$ cat src/rtl/txq_sched_pkg.sv
package txq_sched_pkg;
  localparam int CH_FW    = 3;
  localparam int NUM_CH   = 1 << CH_FW;
  localparam int CMD_CH   = NUM_CH - 1;
  localparam int STAT_ACT = 3;
  localparam int STAT_AGG = 4;

  typedef struct packed {
    logic             agg;
    logic             active;
    logic [CH_FW-1:0] ch;
  } q_stat_t;
endpackage

$ cat src/rtl/txq_cfg_regs.sv
module txq_cfg_regs
  import txq_sched_pkg::*;
#(
  parameter int NUM_Q   = 16,
  parameter int RETRY_W = 4,
  localparam int QW     = $clog2(NUM_Q)
) (
  input  logic               clk_i,
  input  logic               rst_ni,
  input  logic               we_i,
  input  logic [QW:0]        addr_i,
  input  logic [7:0]         wdata_i,
  output q_stat_t            stat_o [NUM_Q],
  output logic [NUM_Q-1:0]   wr_q_o,
  output logic [RETRY_W-1:0] retry_lim_o
);
  localparam logic [RETRY_W-1:0] LIM_RST = RETRY_W'(3);

  for (genvar g = 0; g < NUM_Q; g++) begin : g_q
    localparam logic [CH_FW-1:0] DEF_CH = (g < CMD_CH) ? CH_FW'(g) : '0;
    assign wr_q_o[g] = we_i && (addr_i == (QW+1)'(g));
    always_ff @(posedge clk_i or negedge rst_ni) begin
      if (!rst_ni) begin
        stat_o[g] <= '{agg: 1'b0, active: 1'b0, ch: DEF_CH};
      end else if (wr_q_o[g]) begin
        stat_o[g] <= '{agg: wdata_i[STAT_AGG], active: wdata_i[STAT_ACT],
                       ch: wdata_i[CH_FW-1:0]};
      end
    end
  end

  always_ff @(posedge clk_i or negedge rst_ni) begin
    if (!rst_ni) retry_lim_o <= LIM_RST;
    else if (we_i && addr_i == (QW+1)'(NUM_Q)) retry_lim_o <= wdata_i[RETRY_W-1:0];
  end
endmodule

$ cat src/rtl/txq_fifo_ctl.sv
module txq_fifo_ctl #(
  parameter int RETRY_W = 4
) (
  input  logic               clk_i,
  input  logic               rst_ni,
  input  logic               fifo_mode_i,
  input  logic               grant_i,
  input  logic               fb_hit_i,
  input  logic               fb_ack_i,
  input  logic [RETRY_W-1:0] lim_i,
  input  logic               clr_err_i,
  output logic               busy_o,
  output logic               pop_o,
  output logic               retry_o,
  output logic               err_o
);
  logic               inflight, pend;
  logic [RETRY_W-1:0] cnt;
  logic               take_fb, exhausted, drop;

  // feedback only counts while a frame waits for its result
  assign take_fb   = fb_hit_i && fifo_mode_i && inflight && !pend;
  assign exhausted = (cnt == lim_i);
  assign drop      = take_fb && !fb_ack_i && exhausted;
  assign pop_o     = take_fb && (fb_ack_i || exhausted);
  assign busy_o    = inflight && !pend;
  assign retry_o   = (cnt != '0);

  always_ff @(posedge clk_i or negedge rst_ni) begin
    if (!rst_ni) begin
      inflight <= 1'b0;
      pend     <= 1'b0;
      cnt      <= '0;
    end else if (take_fb) begin
      if (pop_o) begin
        inflight <= 1'b0;
        pend     <= 1'b0;
        cnt      <= '0;
      end else begin
        pend <= 1'b1;
        cnt  <= cnt + 1'b1;
      end
    end else if (grant_i && fifo_mode_i) begin
      inflight <= 1'b1;
      pend     <= 1'b0;
    end
  end

  always_ff @(posedge clk_i or negedge rst_ni) begin
    if (!rst_ni)        err_o <= 1'b0;
    else if (drop)      err_o <= 1'b1;
    else if (clr_err_i) err_o <= 1'b0;
  end
endmodule

$ cat src/rtl/txq_arbiter.sv
module txq_arbiter
  import txq_sched_pkg::*;
#(
  parameter int NUM_Q = 16,
  localparam int QW   = $clog2(NUM_Q)
) (
  input  logic                   clk_i,
  input  logic                   rst_ni,
  input  logic [NUM_Q-1:0]       elig_i,
  input  logic [NUM_Q*CH_FW-1:0] q_chan_i,
  output logic                   grant_o,
  output logic [QW-1:0]          grant_q_o,
  output logic [CH_FW-1:0]       grant_ch_o
);
  logic [NUM_CH-1:0] ch_has;
  logic [QW-1:0]     rr_ptr [NUM_CH];

  always_comb begin
    ch_has = '0;
    for (int c = 0; c < NUM_CH; c++) begin
      for (int q = 0; q < NUM_Q; q++) begin
        if (elig_i[q] && q_chan_i[q*CH_FW +: CH_FW] == CH_FW'(c)) ch_has[c] = 1'b1;
      end
    end
  end

  // highest channel index wins
  always_comb begin
    grant_ch_o = '0;
    for (int c = 0; c < NUM_CH; c++) begin
      if (ch_has[c]) grant_ch_o = CH_FW'(c);
    end
  end

  assign grant_o = |ch_has;

  // rotate from the ring after the channel's last grant
  always_comb begin
    logic          hit;
    logic [QW-1:0] idx;
    hit       = 1'b0;
    grant_q_o = '0;
    for (int i = 1; i <= NUM_Q; i++) begin
      idx = rr_ptr[grant_ch_o] + QW'(i);
      if (!hit && elig_i[idx] && q_chan_i[idx*CH_FW +: CH_FW] == grant_ch_o) begin
        hit       = 1'b1;
        grant_q_o = idx;
      end
    end
  end

  always_ff @(posedge clk_i or negedge rst_ni) begin
    if (!rst_ni) begin
      for (int c = 0; c < NUM_CH; c++) rr_ptr[c] <= '0;
    end else if (grant_o) begin
      rr_ptr[grant_ch_o] <= grant_q_o;
    end
  end
endmodule

$ cat src/rtl/txq_sched.sv
module txq_sched
  import txq_sched_pkg::*;
#(
  parameter int NUM_Q   = 16,
  parameter int DESC_W  = 16,
  parameter int RETRY_W = 4,
  localparam int QW     = $clog2(NUM_Q)
) (
  input  logic                    clk_i,
  input  logic                    rst_ni,
  input  logic                    cfg_we_i,
  input  logic [QW:0]             cfg_addr_i,
  input  logic [7:0]              cfg_wdata_i,
  input  logic [NUM_Q-1:0]        q_nonempty_i,
  input  logic [NUM_Q*DESC_W-1:0] q_head_i,
  input  logic [NUM_CH-1:0]       ch_ready_i,
  input  logic                    fb_valid_i,
  input  logic [QW-1:0]           fb_q_i,
  input  logic                    fb_ack_i,
  output logic                    issue_valid_o,
  output logic [QW-1:0]           issue_q_o,
  output logic [CH_FW-1:0]        issue_ch_o,
  output logic [DESC_W-1:0]       issue_desc_o,
  output logic                    issue_retry_o,
  output logic [NUM_Q-1:0]        q_pop_o,
  output logic [NUM_Q-1:0]        q_err_o
);
  q_stat_t                stat [NUM_Q];
  logic [NUM_Q-1:0]       wr_q;
  logic [RETRY_W-1:0]     retry_lim;
  logic [NUM_Q-1:0]       q_active, q_fifo, busy, pop_fb, retry, elig;
  logic [NUM_Q*CH_FW-1:0] q_chan_flat;

  txq_cfg_regs #(.NUM_Q(NUM_Q), .RETRY_W(RETRY_W)) u_cfg (
    .clk_i       (clk_i),
    .rst_ni      (rst_ni),
    .we_i        (cfg_we_i),
    .addr_i      (cfg_addr_i),
    .wdata_i     (cfg_wdata_i),
    .stat_o      (stat),
    .wr_q_o      (wr_q),
    .retry_lim_o (retry_lim)
  );

  for (genvar g = 0; g < NUM_Q; g++) begin : g_q
    assign q_active[g] = stat[g].active;
    assign q_chan_flat[g*CH_FW +: CH_FW] = stat[g].ch;
    // command channel is always in-order
    assign q_fifo[g] = !stat[g].agg || (stat[g].ch == CH_FW'(CMD_CH));
    assign elig[g]   = stat[g].active && q_nonempty_i[g] &&
                       ch_ready_i[stat[g].ch] && !busy[g];

    txq_fifo_ctl #(.RETRY_W(RETRY_W)) u_ctl (
      .clk_i       (clk_i),
      .rst_ni      (rst_ni),
      .fifo_mode_i (q_fifo[g]),
      .grant_i     (issue_valid_o && issue_q_o == QW'(g)),
      .fb_hit_i    (fb_valid_i && fb_q_i == QW'(g)),
      .fb_ack_i    (fb_ack_i),
      .lim_i       (retry_lim),
      .clr_err_i   (wr_q[g]),
      .busy_o      (busy[g]),
      .pop_o       (pop_fb[g]),
      .retry_o     (retry[g]),
      .err_o       (q_err_o[g])
    );

    assign q_pop_o[g] = pop_fb[g] ||
                        (issue_valid_o && issue_q_o == QW'(g) && !q_fifo[g]);
  end

  txq_arbiter #(.NUM_Q(NUM_Q)) u_arb (
    .clk_i      (clk_i),
    .rst_ni     (rst_ni),
    .elig_i     (elig),
    .q_chan_i   (q_chan_flat),
    .grant_o    (issue_valid_o),
    .grant_q_o  (issue_q_o),
    .grant_ch_o (issue_ch_o)
  );

  assign issue_desc_o  = q_head_i[issue_q_o*DESC_W +: DESC_W];
  assign issue_retry_o = retry[issue_q_o];
endmodule

$ cat config.mk
export PLATFORM = sky130hd
export DESIGN_NAME = txq_sched
export DESIGN_NICKNAME = d
export VERILOG_FILES = /design/src/rtl/txq_sched_pkg.sv /design/src/rtl/txq_cfg_regs.sv /design/src/rtl/txq_fifo_ctl.sv /design/src/rtl/txq_arbiter.sv /design/src/rtl/txq_sched.sv
export SDC_FILE = /design/constraint.sdc
export NUM_CORES = 1
export LEC_CHECK = 0
export BUFFER_PORTS_ARGS = -buffer_cell sky130_fd_sc_hd__buf_2
export CORE_UTILIZATION = 45
export CTS_CLUSTER_DIAMETER = 150
export CTS_CLUSTER_SIZE = 10
export DETAILED_ROUTE_END_ITERATION = 10
export HOLD_SLACK_MARGIN = 0.08
export PLACE_DENSITY = 0.77
export RECOVER_POWER = 25
export SYNTH_ARGS = -nofsm -noshare
export SYNTH_HDL_FRONTEND = slang
export SYNTH_SLANG_ARGS = --single-unit
$ cat constraint.sdc
create_clock -name clk_i -period 19.82 [get_ports clk_i]
set_input_delay 4.955 -clock clk_i [delete_from_list [all_inputs] [get_ports clk_i]]
set_output_delay 4.955 -clock clk_i [all_outputs]
set_load 0.02 [all_outputs]
-- Yosys cells after proc, flatten, opt, wreduce, memory -nomap -nowiden
Cells that the tools add are included.
- register bits after elaboration: 228
- input bits: 302
- output and inout port bits: 57
- logic and storage cells: 1422
- add/subtract/negate cells: 31
- multiply operators: 16
- order comparisons: 35
- eq/ne operators: 206
- shift-type cells: 17
- muxes and demuxes: 382
- bitwise operators: 1
- reductions and logical operators: 613
- operators with widths (cell ; count):
    variable part select 48 x 7 -> 3 bit ; 16
    logical AND 1 bit ; 401
    2-to-1 mux 1 bit ; 305
    variable part select 256 x 9 -> 16 bit ; 1
    == test 3 bit, second input constant ; 64
    2-to-1 mux 4 bit ; 35
    == test 3 x 2 -> 1 bit, second input constant ; 32
    multiplier 4 x 2 -> 6 bit, second input constant ; 16
    less-than comparator 4 x 5 -> 1 bit, second input constant ; 17
    logical NOT 1 bit ; 80
    adder 4 x 1 -> 4 bit, second input constant ; 17
    binary-select mux 1 bit (select 4 bit) ; 17
    == test 4 bit ; 16
    == test 4 bit, second input constant ; 16
    less-than comparator 3 x 4 -> 1 bit, second input constant ; 16
    nonzero test 2 bit ; 32
    nonzero test 4 bit ; 16
    binary-select mux 1 bit (select 3 bit) ; 16
    == test 3 x 1 -> 1 bit, second input constant ; 16
    == test 3 bit ; 16
    logical NOT 3 bit ; 16
    logical OR 1 bit ; 48
    == test 5 x 4 -> 1 bit, second input constant ; 8
    adder 4 bit, second input constant ; 8
    22 further kinds ; 76

-- Depth between registers and ports, before layout
Gate-level depths: netlist of run 1.
- depth after elaboration: 103
- depth in mapped cells: 42
- mapped depth without buffers: 29

-- Modules after synthesis
A second synthesis of run 1 with hierarchy kept.
- cell total of the unflattened synthesis: 2494
- area, all modules: 23588.9 um^2
- modules (own cells, without submodules) (module ; times used ; cells each ; area each (um^2) ; sequential area each (um^2)):
    txq_arbiter ; 1 ; 1279 ; 10014.6 ; 800.8
    txq_fifo_ctl ; 16 ; 42 ; 410.4 ; 175.2
    txq_sched ; 1 ; 330 ; 3648.5 ; 0.0
    txq_cfg_regs ; 1 ; 213 ; 3359.5 ; 2115.8

-- Worst setup path after synthesis of run 1
Ideal clock, no wire load.
- kind: input port to output port
- from: input port q_nonempty_i[14]
- to: output port issue_retry_o
- data arrival time: 13118 ps
- data required time: 14865 ps
- slack: 1747 ps
- cell stages on the path: 39
- buffers on the path: 11
- cells stage by stage: nand2_1 > nor3_1 > a2111oi_0 > nand3_1 > o21a_1 > nor4_4 > inv_2 > o32ai_1 > a2111oi_0 > a21boi_2 > buf_6 > inv_4 > buf_4 > buf_4 > buf_4 > clkbuf_1 > ha_1 > clkbuf_1 > [... 3 more ...] > o2111ai_1 > a211oi_1 > nor4_2 > nor4_1 > o21ai_0 > a31oi_1 > a211o_4 > or3_1 > buf_2 > a211o_1 > a311o_1 > a22o_1 > buf_2 > buf_6 > a21o_1 > a21oi_1 > a21oi_1 > a2111oi_2
- cells in the longest elaborated chain, start to end: 85
- elaborated cells between the ends (all ways): 209
- classes of those cells: 15 x add/sub; 16 x mul; 16 x eq/ne; 16 x shift; 89 x mux; 1 x bitwise; 56 x reduce/logical
- ends and longest elaborated chain (element ; line ; text):
    start: declaration ; txq_sched.sv:14 ; input logic [NUM_Q-1:0] q_nonempty_i,
    logical AND 1 bit * (2 in series) ; txq_sched.sv:50 ; assign elig[g] = stat[g].active && q_nonempty_i[g] &&
    logical AND 1 bit * ; txq_sched.sv:51 ; ch_ready_i[stat[g].ch] && !busy[g];
    logical AND 1 bit ; txq_arbiter.sv:22 ; if (elig_i[q] && q_chan_i[q*CH_FW +: CH_FW] == CH_FW'(c)) ch_has[c] = 1'b1;
    2-to-1 mux 1 bit (2 in series) ; txq_arbiter.sv:22 ;
    2-to-1 mux 1 bit ; txq_arbiter.sv:31 ; if (ch_has[c]) grant_ch_o = CH_FW'(c);
    2-to-1 mux 2 bit (2 in series) ; txq_arbiter.sv:31 ;
    2-to-1 mux 3 bit (4 in series) ; txq_arbiter.sv:31 ;
    NOT 3 -> 4 bit (not written as such) ; txq_arbiter.sv:44 ; idx = rr_ptr[grant_ch_o] + QW'(i);
    [... 61 more ...] ; -- ;
    logical NOT 1 bit ; txq_arbiter.sv:45 ; if (!hit && elig_i[idx] && q_chan_i[idx*CH_FW +: CH_FW] == grant_ch_o) begin
    logical AND 1 bit (2 in series) ; txq_arbiter.sv:45 ;
    2-to-1 mux 1 bit ; txq_arbiter.sv:45 ;
    logical NOT 1 bit ; txq_arbiter.sv:45 ;
    logical AND 1 bit (2 in series) ; txq_arbiter.sv:45 ;
    2-to-1 mux 4 bit * ; txq_arbiter.sv:45 ;
    binary-select mux 1 bit (select 4 bit) * ; txq_sched.sv:83 ; assign issue_retry_o = retry[issue_q_o];
    2-to-1 mux 1 bit (not written as such) * ; txq_sched.sv:83 ;
    end: declaration ; txq_sched.sv:24 ; output logic issue_retry_o,
Every way passes the cells marked *; elsewhere a longest branch is shown, timed or not. The select of a mux whose other input is x is not followed.

-- Final worst setup path of run 1
- from: input port q_nonempty_i[15]
- to: output port q_pop_o[5]
- cells in the longest elaborated chain, start to end: 86
- elaborated cells between the ends (all ways): 207
- classes of those cells: 15 x add/sub; 16 x mul; 17 x eq/ne; 16 x shift; 81 x mux; 1 x bitwise; 61 x reduce/logical
- ends and longest elaborated chain (element ; line ; text):
    logical AND 1 bit * (2 in series) ; txq_sched.sv:50 ;
    logical AND 1 bit * ; txq_sched.sv:51 ;
    logical AND 1 bit ; txq_arbiter.sv:22 ;
    2-to-1 mux 1 bit ; txq_arbiter.sv:22 ;
    2-to-1 mux 1 bit ; txq_arbiter.sv:31 ;
    2-to-1 mux 2 bit (2 in series) ; txq_arbiter.sv:31 ;
    2-to-1 mux 3 bit (4 in series) ; txq_arbiter.sv:31 ;
    NOT 3 -> 4 bit (not written as such) ; txq_arbiter.sv:44 ;
    [... 62 more ...] ; -- ;
    logical AND 1 bit (2 in series) ; txq_arbiter.sv:45 ;
    2-to-1 mux 1 bit ; txq_arbiter.sv:45 ;
    logical NOT 1 bit ; txq_arbiter.sv:45 ;
    logical AND 1 bit (2 in series) ; txq_arbiter.sv:45 ;
    2-to-1 mux 4 bit ; txq_arbiter.sv:45 ;
    == test 4 x 3 -> 1 bit ; txq_sched.sv:69 ; (issue_valid_o && issue_q_o == QW'(g) && !q_fifo[g]);
    logical AND 1 bit * (2 in series) ; txq_sched.sv:69 ;
    logical OR 1 bit * ; txq_sched.sv:68 ; assign q_pop_o[g] = pop_fb[g] ||
    end: declaration ; txq_sched.sv:25 ; output logic [NUM_Q-1:0] q_pop_o,
Marks and branches as above.

==> results of run 1 <==
[how the worst max path moves through the flow]
stage                           startpoint               end  slack, ns  cells after the start
after global routing      q_nonempty_i[15]   issue_desc_o[7]       0.40                     29
after detailed placement  q_nonempty_i[14]  issue_desc_o[12]       1.08                     29
after global placement    q_nonempty_i[14]  issue_desc_o[12]       1.07                     29
after floorplan           q_nonempty_i[14]     issue_retry_o       1.75                     39
final                     q_nonempty_i[15]        q_pop_o[5]       0.79                     29
after CTS                 q_nonempty_i[14]  issue_desc_o[12]       1.06                     29
[routing by layer]
layer,track usage,up-vias
li1,-,11276
met1,0.443,12170
met2,0.531,1781
met3,0.0773,352
met4,0.184,2
met5,0,-
[cell usage in the layout (no fill, tap or decap), types with 32 or more instances in the layout]
master / n
dfrtp_1: 217
nand4_1: 104
nor3_1: 116
mux4_2: 70
nand2b_1: 55
buf_2: 350
nor2b_1: 32
buf_4: 69
nor4_1: 53
inv_1: 107
a211oi_1: 43
o21ai_0: 154
nand3_1: 109
a21oi_1: 71
nor2_1: 165
o211ai_1: 121
mux2_2: 125
mux2i_1: 180
ha_1: 39
nand2_1: 247
o31ai_1: 38
xnor2_1: 103
[metrics by stage]
| step | instance area (µm²) | hold slack [ns] |
|---|---|---|
| floorplan | 24000 | 0.438 |
| global placement | 26200 | 0.457 |
| detailed placement | 26200 | 0.461 |
| CTS | 27000 | 0.474 |
| global route | 27000 | 0.492 |
| finish | 27000 | 0.471 |
[area by class of cell]
cell class                      instances  area [µm²]  share of cell area
Antenna cell                            7        17.5            0.000649
Clock inverter                          1        30.0             0.00111
Timing Repair Buffer                  436        2510              0.0931
Sequential cell                       228        5720               0.212
Inverter                              119         452              0.0167
Clock buffer                           46         736              0.0273
Multi-Input combinational cell       2264       16700               0.617
Tap cell                              688         861              0.0319
[flip-flops by register name (all words and copies together) (netlist names)]
signal	flops
u_cfg.stat_o	80
g_q.u_ctl.cnt	64
u_arb.rr_ptr	32
g_q.u_ctl.err_o	16
g_q.u_ctl.inflight	16
g_q.u_ctl.pend	16
u_cfg.retry_lim_o	4
[kinds of logic (layout without fill, tap and decap cells)]
logic type | count (synthesis) | after routing | synth area share
AND/OR/NAND/NOR | 1005 | 1005 | 0.214
buffers and inverters | 378 | 602 | 0.0720
XOR/XNOR | 112 | 112 | 0.0425
multiplexers | 375 | 375 | 0.199
adder cells (fa/ha/maj) | 39 | 39 | 0.0203
other | 0 | 7 | 0
flip-flops | 228 | 228 | 0.238
AO/OA/AOI/OAI | 733 | 733 | 0.214
==> metrics.md, run 1 <==
| Metric | Value |
|---|---|
| Outcome | finished with violations |
| Failing checks | capacitance limit, slew limit |
| Clock buffer depth | 3 |
| Reg2reg start | g_q[14].u_ctl.pend$_DFFE_PN0P_ |
| TritonCTS clock tree | yes |
| Worst slack, placed | 1.08 ns |
| DRC violations left | 0 |
| Mean Syn Cell Area | ~8.4 µm² |
| Primary FF master, synth | dfrtp_1 |
| Die area | 0.0543 mm² |
| Clk_lat worst skew | 0.57 ns |
| Htree depth | 1 |
| Hold EP | g_q[10].u_ctl.pend$_DFFE_PN0P_ |
| Fin nets | 3416 |
| Final Core Density | 0.513 |
| Mapped Cells | 2870 |
| Largest net degree at the start of global routing | 113 |
| WL met3 | 10900 µm |
| Hold Crit Depth | 1 |
| Post-synth EDFFs | 0 |
| Inst Count DP | 3735 |
| Yosys reg bits | 228 |
| Vias in the first global route | roughly 24000 |
| Max-cap viol count | 2 |
| Most frequent cell after synthesis | nand2_1 |
| Initial antenna violation count | 6 |
| Drt total wl | around 96000 µm |
| CP endpoint kind | primary output |
| CP max-delay cell | a2111oi_0 |
| Fin. Hold Viols | 0 |
| Yosys Warn Count | 0 |
| Top cell type's share of synthesized area | 0.226 |
| Wl on met1 | 36800 µm |
| Port buffer count | 355 |
| Final Max Slew Viols | 164 |
| DP Wirelength | between 70000 and 80000 µm |
| Fraction of layout cells with a size suffix above 1 | 0.234 |
| Crit path DAT | 14.07 ns |
| Post-CTS Setup Bufs | 0 |
| Die Y-Extent | between 200 and 250 µm |
| Worst Setup Start Kind | input port |
| Final setup viols | 0 |
| Post-route setup slack | 0.795 ns |
| R2R setup slack | 10.03 ns |
| CTS Hold Bufs | 0 |
| Post-synth cell types | 103 |
| Fmax | 52.6 MHz |
| Setup TNS Final | 0 ns |
| Total number of vias | 25581 |
| Hold Path Class | register to register |
| Synthesized Nets | 3211 |
| Ys async rst share | 1.00 |
| Layout Skew | 0.0409 ns |
| Global Route Usage Sum | 0.343 |
| Met2 routed WL | 42100 µm |
| Finished Layout Cells | 3789 |
| Slew headroom | -3.07 |
| Die Wd | between 200 and 250 µm |
| CORE AREA | ~0.053 mm² |
| Io pins | 359 |
| Clock Pin Slew Worst Setup and Hold Paths | ~0.06 ns |
| Area leader, netlist | dfrtp_1 |
| Crit-path max FO | 40 |
| RSZ-0062 raised after global routing | false |
| CP Buf/Inv Count | 6 |
| GP Congestion | 1.07 |
| First-pass GRT wire length | 143000 µm |
| Top post-synthesis cells by count | nand2_1, dfrtp_1, mux2i_1 |
| Drt via density | 6.75 |
| Avg WL per Cell | 25.3 µm |
| Initial drt markers | 3362 |
| HP Start | g_q[10].u_ctl.pend$_DFFE_PN0P_ |
| TritonCTS Buffers | 26 |
| R2R cell count | 28 |
| Synthesized cell area | between 0.02 and 0.025 mm² |
| Clock Sinks | 228 |
| Total global routing overflow | 0 |
| Worst R2R End | g_q[5].u_ctl.inflight$_DFFE_PN0P_ |
| Top sig layer | met5 |
| Area grow syn2layout | 12.3% |
| Drt pass-1 iters | 8 |
| Cell family with most CP delay | compound AO/OA/AOI/OAI gates |
| Worst Path Required | 14.87 ns |
| Fillers | 4989 |
| Worst-margin pin slew | ~6.1 ns |
| Fin crit share | 0.960 |
| Crit path kind | input port to primary output |
| Starting Density | 0.456 |
| Sequential element share of the synthesized area | 0.238 |
| Crit path time final | between 15 and 20 ns |
| Cell row count | 84 |
| Clock root cell | clkbuf_16 |
| Detail Route Antenna Nets | 0 |
| Dominant cells by area after synthesis | dfrtp_1, mux2i_1, mux4_2, mux2_2, nand2_1 |
| Crit-path max cell delay | 0.64 ns |
| CTS resizes | 0 |
Power of run 1 is not shown: default switching activity piles up to over one toggle a cycle in this logic, so the estimate is an artifact.
==> run 2, diff against run 1 <==
==> constraint.sdc (replaced) <==
create_clock -name clk_i -period 19.82 [get_ports clk_i]
set_input_delay 2.973 -clock clk_i [delete_from_list [all_inputs] [get_ports clk_i]]
set_output_delay 2.973 -clock clk_i [all_outputs]
set_load 0.02 [all_outputs]
==> run 2 against run 1 <==
Sequential cell count unchanged; core utilization down 0.61 points; non-clock buffer count down 28; critical path type unchanged; register-to-register slack worse by 2.6 ns; global-route usage down 0.096 points; the run still ends with capacitance limit, slew limit left.
==> metrics.md, run 2 (synthesis gave the netlist of run 1 again) <==
| Metric | Value |
|---|---|
| DRC violations left | 0 (unchanged) |
| Vias in the first global route | 23785 (-1.1%) |
| Fin crit share | 0.908 (-0.0518) |
| Cell row count | 84 (unchanged) |
| Crit-path max cell delay | 1.19 ns (+0.55 ns) |
| Outcome | finished with violations |
| Clock Pin Slew Worst Setup and Hold Paths | 0.06 ns (about the same) |
| Crit path time final | 18.00 ns (-1.03 ns) |
| TritonCTS Buffers | 26 (unchanged) |
| Largest net degree at the start of global routing | 82 (-27%) |
| Fraction of layout cells with a size suffix above 1 | 0.227 (-0.00667) |
| Drt pass-1 iters | 6 (-2) |
| Final setup viols | 0 (unchanged) |
| Most common cell after layout, fill and taps aside | buf_2 |
| Worst-margin pin slew | 4.44 ns (-1.66 ns) |
| Total global routing overflow | 0 (unchanged) |
| Die Wd | 233 µm (unchanged) |
| Most frequent cells in the layout | buf_2, nand2_1, dfrtp_1 |
| Area grow syn2layout | 11.0% |
| Crit-path max FO | 64 (+60%) |
| Detail Route Antenna Nets | 0 (unchanged) |
| Clock buffer depth | 3 (unchanged) |
| Crit path DAT | 15.03 ns (+0.96 ns) |
| CP endpoint kind | primary output |
| Fmax | 55.6 MHz (+5.7%) |
| Clock root cell | clkbuf_16 |
| Port buffer count | 355 (unchanged) |
| TritonCTS clock tree | yes |
| CTS resizes | 0 (unchanged) |
| Htree depth | 1 (unchanged) |
| Drt total wl | 95300 µm (-0.55%) |
| Hold Path Class | register to register |
| Top flop regs | u_cfg.stat_o x80, g_q.u_ctl.cnt x64, u_arb.rr_ptr x32 |
| Biggest register | u_cfg.stat_o |
| Die area | 0.0543 mm² (unchanged) |
| Final Max Slew Viols | 158 (-3.7%) |
| First-pass GRT wire length | 143000 µm (-0.39%) |
| CTS Hold Bufs | 0 (unchanged) |
| Drt via density | 6.80 (+0.67%) |
| Cell repeated most along the worst path | a2111oi_0 |
| CORE AREA | 0.0527 mm² (unchanged) |
| Fin. Hold Viols | 0 (unchanged) |
| Number of flip-flops in the largest register | 80 (unchanged) |
| Clk_lat worst skew | 0.57 ns (about the same) |
| Slew headroom | -1.96 (+1.11) |
| Avg WL per Cell | 25.3 µm (+0.17%) |
| Initial drt markers | 3224 (-4.1%) |
| Io pins | 359 (unchanged) |
| Global Route Usage Sum | 0.342 (-0.000963) |
| Die Y-Extent | 233 µm (unchanged) |
| GP Congestion | 1.06 (-1.4%) |
| Post-CTS Setup Bufs | 0 (unchanged) |
| Final Core Density | 0.506 (-0.00611) |
| Total number of vias | 25569 (-0.047%) |
| Failing checks | capacitance limit, slew limit |
| Max-cap viol count | 2 (unchanged) |
| DP Wirelength | 71000 µm (-1.3%) |
| Starting Density | 0.456 (unchanged) |
| Setup TNS Final | 0 ns (unchanged) |
| RSZ-0062 raised after global routing | false |
| Layout Skew | 0.0380 ns (-0.00285 ns) |
| Initial antenna violation count | 12 (+6) |
| CP max-delay cell | a2111oi_0 |
| Worst Setup Start Kind | input port |
| Fin nets | 3388 (-0.82%) |
| Crit path kind | input port to primary output |
| Worst Path Required | 16.85 ns (+1.98 ns) |
| Clock Sinks | 228 (unchanged) |
==> run 2: stage by stage <==
| stage | hold WS [ns] | setup WS [ns] | instances | instance area, µm² |
|---|---|---|---|---|
| after floorplan | 0.438 | 5.71 | 2870 | 24000 |
| after global placement | 0.457 | 2.85 | 3707 | 25900 |
| after detailed placement | 0.457 | 2.82 | 3707 | 25900 |
| after CTS | 0.478 | 2.76 | 3754 | 26700 |
| after global routing | 0.487 | 1.59 | 3760 | 26700 |
| final | 0.478 | 1.82 | 3762 | 26700 |
==> run 2: per-layer routing <==
layer | GRT usage | part of all wire
met2 | 0.531 | 0.44
met4 | 0.192 | 0.065
met1 | 0.440 | 0.38
met5 | 0 | 0.00048
met3 | 0.0724 | 0.11
==> run 2: worst max-delay path: cells and delay by family <==
family,cells,cell delay (ns)
AOI/OAI and AO/OA,15,5.83
buffers and inverters,9,2.98
and+or+nand+nor,9,2.68
adders and majority gates,1,0.40
==> run 2: final timing paths <==
check | depth (start not counted) | slack, ns | start | endpoint
max in group asynchronous | 3 | 10.19 | rst_ni | u_arb.rr_ptr[19]$_DFFE_PN0P_
hold / removal | 1 | 0.48 | g_q[12].u_ctl.pend$_DFFE_PN0P_ | g_q[12].u_ctl.pend$_DFFE_PN0P_
hold reg to reg | 1 | 0.48 | g_q[12].u_ctl.pend$_DFFE_PN0P_ | g_q[12].u_ctl.pend$_DFFE_PN0P_
min in group asynchronous | 1 | 4.00 | rst_ni | g_q[13].u_ctl.cnt[0]$_DFFE_PN0P_
setup reg to reg | 31 | 7.39 | g_q[1].u_ctl.pend$_DFFE_PN0P_ | g_q[0].u_ctl.pend$_DFFE_PN0P_
setup / recovery | 34 | 1.82 | q_nonempty_i[6] | issue_desc_o[12]
==> run 2: cell type report <==
type | instances | area (µm²)
clock inverters | 1 | 30.0
inverters | 119 | 452
well taps | 688 | 861
multi-input cells | 2264 | 16700
repair buffers | 408 | 2190
clock buffers | 46 | 736
fillers | 4989 | 26000
diodes | 8 | 20.0
flip-flops and latches | 228 | 5720
Power of run 2 is left out for the same reason.
